--- config.mk ---
export PLATFORM = sky130hd
export DESIGN_NAME = i2c_byte_tx
export DESIGN_NICKNAME = d
export VERILOG_FILES = /design/src/rtl/i2c_btx_pkg.sv /design/src/rtl/btx_phase_timer.sv /design/src/rtl/btx_sequencer.sv /design/src/rtl/btx_host_flags.sv /design/src/rtl/i2c_byte_tx.sv
export SDC_FILE = /design/constraint.sdc
export NUM_CORES = 1
export LEC_CHECK = 0
export CORE_ASPECT_RATIO = 0.6
export CORE_MARGIN = 1
export CORE_UTILIZATION = 55
export CTS_CLUSTER_SIZE = 25
export DETAILED_ROUTE_END_ITERATION = 10
export DONT_BUFFER_PORTS = 1
export PLACE_DENSITY_LB_ADDON = 0.15
export SLEW_MARGIN = 20
export SYNTH_ARGS = -nofsm -noshare
export SYNTH_HDL_FRONTEND = slang
export SYNTH_SLANG_ARGS = --single-unit
--- constraint.sdc ---
create_clock -name clk -period 2.6 [get_ports clk]
set_clock_uncertainty 0.15 [all_clocks]
set_input_delay 0 -clock clk [delete_from_list [all_inputs] [get_ports clk]]
set_output_delay 0 -clock clk [all_outputs]
set_load 0.05 [all_outputs]
--- src/rtl/i2c_btx_pkg.sv ---
package i2c_btx_pkg;

   typedef enum logic [1:0] {
      PH_IDLE = 2'd0,
      PH_LOW  = 2'd1,
      PH_HIGH = 2'd2
   } btx_phase_e;

endpackage

--- src/rtl/btx_phase_timer.sv ---
module btx_phase_timer #(
   parameter int RLD_W = 8
) (
   input  logic             clk,
   input  logic             rst_n,
   input  logic             load,
   input  logic [RLD_W-1:0] reload,
   output logic             expire
);

   logic [RLD_W-1:0] cnt_q;

   always_ff @(posedge clk or negedge rst_n) begin
      if (!rst_n) begin
         cnt_q <= '0;
      end else if (load) begin
         cnt_q <= reload;
      end else if (cnt_q != '0) begin
         cnt_q <= cnt_q - 1'b1;
      end
   end

   assign expire = (cnt_q == '0);

endmodule

--- src/rtl/btx_sequencer.sv ---
module btx_sequencer
   import i2c_btx_pkg::*;
#(
   parameter int DATA_W = 8,
   parameter int CNT_W  = 4
) (
   input  logic              clk,
   input  logic              rst_n,
   input  logic              start,
   input  logic [DATA_W-1:0] data,
   input  logic              expire,
   output logic              load,
   output logic              busy,
   output logic              scl_low,
   output logic              sda_low,
   output logic              byte_sent,
   output logic              done
);

   localparam logic [CNT_W-1:0] LAST_IDX = CNT_W'(DATA_W);
   localparam logic [CNT_W-1:0] PRE_IDX  = CNT_W'(DATA_W - 1);

   btx_phase_e        phase_q;
   logic [CNT_W-1:0]  idx_q;
   logic [DATA_W-1:0] shreg_q;
   logic              scl_low_q;
   logic              sda_low_q;
   logic [DATA_W-1:0] shreg_nxt;
   logic              low_end;
   logic              high_end;

   assign shreg_nxt = {shreg_q[DATA_W-2:0], 1'b0};
   assign low_end   = (phase_q == PH_LOW)  && expire;
   assign high_end  = (phase_q == PH_HIGH) && expire;
   assign done      = high_end && (idx_q == LAST_IDX);
   assign byte_sent = high_end && (idx_q == PRE_IDX);
   assign load      = start || low_end || (high_end && !done);
   assign busy      = (phase_q != PH_IDLE);
   assign scl_low   = scl_low_q;
   assign sda_low   = sda_low_q;

   always_ff @(posedge clk or negedge rst_n) begin
      if (!rst_n) begin
         phase_q   <= PH_IDLE;
         idx_q     <= '0;
         shreg_q   <= '0;
         scl_low_q <= 1'b0;
         sda_low_q <= 1'b0;
      end else begin
         if (start) begin
            phase_q   <= PH_LOW;
            idx_q     <= '0;
            shreg_q   <= data;
            scl_low_q <= 1'b1;
            sda_low_q <= !data[DATA_W-1];
         end else if (low_end) begin
            phase_q   <= PH_HIGH;
            scl_low_q <= 1'b0;
         end else if (high_end) begin
            scl_low_q <= 1'b1;
            if (done) begin
               phase_q   <= PH_IDLE;
               sda_low_q <= 1'b0;
            end else begin
               phase_q   <= PH_LOW;
               idx_q     <= idx_q + 1'b1;
               shreg_q   <= shreg_nxt;
               sda_low_q <= byte_sent ? 1'b0 : !shreg_nxt[DATA_W-1];
            end
         end
      end
   end

endmodule

--- src/rtl/btx_host_flags.sv ---
module btx_host_flags (
   input  logic clk,
   input  logic rst_n,
   input  logic accept,
   input  logic reject,
   input  logic byte_sent,
   input  logic done,
   input  logic ack_level,
   input  logic clr_irq,
   input  logic clr_wcol,
   output logic buf_full,
   output logic wcol,
   output logic ack_stat,
   output logic irq
);

   always_ff @(posedge clk or negedge rst_n) begin
      if (!rst_n) begin
         buf_full <= 1'b0;
         wcol     <= 1'b0;
         ack_stat <= 1'b0;
         irq      <= 1'b0;
      end else begin
         if (accept) begin
            buf_full <= 1'b1;
         end else if (byte_sent) begin
            buf_full <= 1'b0;
         end

         if (reject) begin
            wcol <= 1'b1;
         end else if (clr_wcol) begin
            wcol <= 1'b0;
         end

         if (done) begin
            ack_stat <= ack_level;
         end

         if (done) begin
            irq <= 1'b1;
         end else if (clr_irq) begin
            irq <= 1'b0;
         end
      end
   end

endmodule

--- src/rtl/i2c_byte_tx.sv ---
module i2c_byte_tx #(
   parameter int DATA_W      = 8,
   parameter int RLD_W       = 8,
   parameter int SYNC_STAGES = 2
) (
   input  logic              clk,
   input  logic              rst_n,
   input  logic              wr_en,
   input  logic [DATA_W-1:0] wr_data,
   input  logic [RLD_W-1:0]  reload,
   input  logic              clr_irq,
   input  logic              clr_wcol,
   input  logic              sda_in,
   output logic              scl_pull_low,
   output logic              sda_pull_low,
   output logic              buf_full,
   output logic              wcol,
   output logic              ack_stat,
   output logic              irq
);

   localparam int CNT_W = $clog2(DATA_W + 1);

   if (DATA_W < 2) begin : g_bad_data_w
      $error("i2c_byte_tx: DATA_W must be at least 2");
   end
   if (RLD_W < 1) begin : g_bad_rld_w
      $error("i2c_byte_tx: RLD_W must be at least 1");
   end
   if (SYNC_STAGES < 0 || SYNC_STAGES > 4) begin : g_bad_sync
      $error("i2c_byte_tx: SYNC_STAGES must be within 0..4");
   end

   logic busy_w;
   logic done_w;
   logic sent_w;
   logic load_w;
   logic expire_w;
   logic accept_w;
   logic reject_w;
   logic sda_sync;

   assign accept_w = wr_en && !busy_w;
   assign reject_w = wr_en && busy_w;

   if (SYNC_STAGES == 0) begin : g_sync_none
      assign sda_sync = sda_in;
   end else begin : g_sync_chain
      logic [SYNC_STAGES-1:0] pipe_q;
      always_ff @(posedge clk or negedge rst_n) begin
         if (!rst_n) begin
            pipe_q <= '1;
         end else begin
            pipe_q[0] <= sda_in;
            for (int i = 1; i < SYNC_STAGES; i++) begin
               pipe_q[i] <= pipe_q[i-1];
            end
         end
      end
      assign sda_sync = pipe_q[SYNC_STAGES-1];
   end

   btx_phase_timer #(
      .RLD_W (RLD_W)
   ) u_timer (
      .clk    (clk),
      .rst_n  (rst_n),
      .load   (load_w),
      .reload (reload),
      .expire (expire_w)
   );

   btx_sequencer #(
      .DATA_W (DATA_W),
      .CNT_W  (CNT_W)
   ) u_seq (
      .clk       (clk),
      .rst_n     (rst_n),
      .start     (accept_w),
      .data      (wr_data),
      .expire    (expire_w),
      .load      (load_w),
      .busy      (busy_w),
      .scl_low   (scl_pull_low),
      .sda_low   (sda_pull_low),
      .byte_sent (sent_w),
      .done      (done_w)
   );

   btx_host_flags u_flags (
      .clk       (clk),
      .rst_n     (rst_n),
      .accept    (accept_w),
      .reject    (reject_w),
      .byte_sent (sent_w),
      .done      (done_w),
      .ack_level (sda_sync),
      .clr_irq   (clr_irq),
      .clr_wcol  (clr_wcol),
      .buf_full  (buf_full),
      .wcol      (wcol),
      .ack_stat  (ack_stat),
      .irq       (irq)
   );

endmodule

==> results.txt <==
Final TNS setup = 0 ps
initial antenna violation count = 0
YS warnings = 0
Max H-tree Level = 2
Vias/cell = 5.68
DP Wirelength = 2220 um
Avg Cell Area, Syn = 9.87 um2
setup ws final = 482 ps
Clock Sink Count = 29
TritonRoute pass-1 iters = 7
synthesis-stage register bit count = 29
Hold Crit Class = primary input to asynchronous set/reset pin
CP max stage cell = dfrtp_1
Gate Count Post-Synth = 158
IO buf count = 0
multi-input logic area = 771 um2
Max Freq = 0.472 GHz
multiplexer area fraction after synthesis = 5.30%
FP Rows = 14
crit end category = register
layout cell share with drive strength beyond 1 = 14.4%
nets = 212
die area = 0.00306 mm2
kind of critical path = register to register
ANT cells = 0
number of global-route vias before repair = 1266
die width = 70.7 um
Power Density = 997 mW/mm2
CP arrival = 2160 ps
Fill cells = 189
global route total overflow = 0
clk_lat worst skew = 280 ps
worst slack at placement = 495 ps
fin crit period = 2120 ps
Crit path largest cell delay = 400 ps
Seq/Total Area, Yosys = 46.7%
Setup-failing EPs final = 0
CTS resizes = 0
first-pass GRT wire length = 5870 um
main combinational cell family by area after synthesis = simple AND/OR/NAND/NOR gates
Post-CTS Setup Repair Bufs = 0
GPL Wtd Cong = 0.892
ANT nets after route = 0
DR DRC count = 2
total core area = 0.00259 mm2
Compound-Gate Fraction of Synth Area = 15.2%
setup slack, reg-to-reg = 480 ps
Yosys cell types = 37
largest net degree at the start of global routing = 30
Yosys top cell area share = 43.3%
crit path max fanout = 5
hold_buf cts = 24
Buf/Inv on CP = 1
startpoint types = register
synthesized area = 0.00156 mm2
root buf cell = clkbuf_8
starting density of the core = 60.1%
leakage = 0.804 nW
total CTS buffers = 5
DR WL/cell = 15.2 um
Detailed Route WL = 3340 um
most area-hungry cell type in the Yosys netlist = dfrtp_1
CTS tree = built
crit-path cells = inv_1, ha_1, nor3b_1, nand3_1, or3_1, a31oi_1
Clock transition at path regs = 60 ps
Worst-Margin Slew = 629 ps
via count = 1245
failing checks = design-rule violations
syn_nets = 184
Slew HR = 57.9%
simple-gate share of the synthesized area = 22.4%
fin. max-slew vios = 0
outcome = finished with violations
Synth Area in Adders = 3.21%
IO Count = 28
period utilization = 81.4%
Synth Area in XOR/XNOR = 3.37%
top cell family by delay on the critical path = simple AND/OR/NAND/NOR gates
MaxCap Viol Count = 0
top cells by area, synth = dfrtp_1, nand2_1, nor4_4
IR drop worst, VDD = 525 uV
Syn-to-layout area delta = 23.9%
gr usage total = 26.4%
Reg area = 728 um2
Initial DRC Count = 88
die height = 43.2 um
Bufs on Longest Clock Path = 2
final-report hold violation count = 0
unrepaired setup endpoints after global routing = false
worst path required time = 2650 ps
## worst register-to-register path: stages (launching register included)
cell and delay [ps]:
dfrtp_1 400, inv_1 90, ha_1 180, nor3b_1 400, nand3_1 270, or3_1 400, a31oi_1 160
## area by class of cell
cell class,instances,share of cell area (%)
clock buffer,8,4.66
inverter,12,2.33
multi-input combinational,113,39.9
sequential,29,37.7
tap,32,2.07
timing repair buffer,25,13.3
## synth_stat cells, drive strengths merged
cell type / number
or4: 1
ha: 4
dfrtp: 27
and2: 1
or3: 2
nand4: 1
xnor2: 5
nand2: 20
xor2: 1
or3b: 2
mux2: 6
and3b: 1
nor2: 16
nor3b: 3
a31o: 1
nor2b: 1
o32ai: 1
o22ai: 5
clkbuf: 4
a2bb2oi: 1
a21oi: 11
a31oi: 6
o21ai: 12
nand2b: 1
nor3: 1
nand3b: 2
dfstp: 2
nor4: 3
o31ai: 2
nand3: 3
inv: 12
## kinds of logic after synthesis
kind of cell | Yosys count
XOR/XNOR | 6
AO/OA/AOI/OAI | 39
adder cells (fa/ha/maj) | 4
flip-flops | 29
buffers and inverters | 16
multiplexers | 6
AND/OR/NAND/NOR | 58
## flip-flops by register name (all words and copies together) (netlist names)
register             flops
u_flags.buf_full         1
u_seq.phase_q            2
u_flags.ack_stat         1
g_sync_chain.pipe_q      2
u_seq.idx_q              4
u_flags.irq              1
u_timer.cnt_q            8
u_seq.scl_low            1
u_seq.sda_low            1
u_flags.wcol             1
u_seq.shreg_q            7
## layer usage
layer / wire, um / GRT usage (%) / share of wire (%)
met1: 1540 / 35.2 / 46
met2: 1540 / 39.8 / 46
met3: 252 / 9.98 / 7.6
met4: 11 / 8.40 / 0.33
met5: 0 / 0 / 0
## report_power, final
| part | internal (mW) | switching [mW] | leakage (nW) | total [mW] |
|---|---|---|---|---|
| registers | 0.632 | 0.262 | 0.336 | 0.893 |
| logic | 0.344 | 0.316 | 0.423 | 0.661 |
| clock network | 0.215 | 0.157 | 0.0455 | 0.373 |
## path summary, 6_finish.rpt
check                                       startpoint                      to  cells past startpoint
worst max register to register        u_timer.cnt_q[0]           u_seq.sda_low                      6
min in group clk                                 wr_en        u_flags.buf_full                      2
worst min-delay path                             rst_n        u_seq.shreg_q[4]                      2
worst max-delay path                  u_timer.cnt_q[0]           u_seq.sda_low                      6
max in group asynchronous                        rst_n  g_sync_chain.pipe_q[0]                      2
worst min register to register  g_sync_chain.pipe_q[0]  g_sync_chain.pipe_q[1]                      0
## stage by stage
step	power, mW	util (%)	cells	instance area (um2)	hold slack, ps
after floorplan	1.38	-	158	1560	-446
after global placement	1.48	61.4	187	1590	-445
after detailed placement	1.51	61.4	187	1590	-445
after CTS	1.93	74.5	219	1930	12.3
after global routing	2.07	74.5	219	1930	18.5
final	1.93	74.5	219	1930	13.4
## cells in the final DEF, fill, tap and decap left out, drive strengths merged
cell type,count
dfrtp,27
dlygate4sd3,23
nand2,20
nor2,16
inv,12
o21ai,12
a21oi,11
clkbuf,8
a31oi,6
mux2,6
xnor2,5
o22ai,5
ha,4
nor4,3
nand3,3
nor3b,3
nand3b,2
or3,2
o31ai,2
dfstp,2
or3b,2
buf,2
or4,1
nand2b,1
and3b,1
nor3,1
o32ai,1
a31o,1
nor2b,1
nand4,1
a2bb2oi,1
and2,1
xor2,1
(Power assumes the default switching activity.)
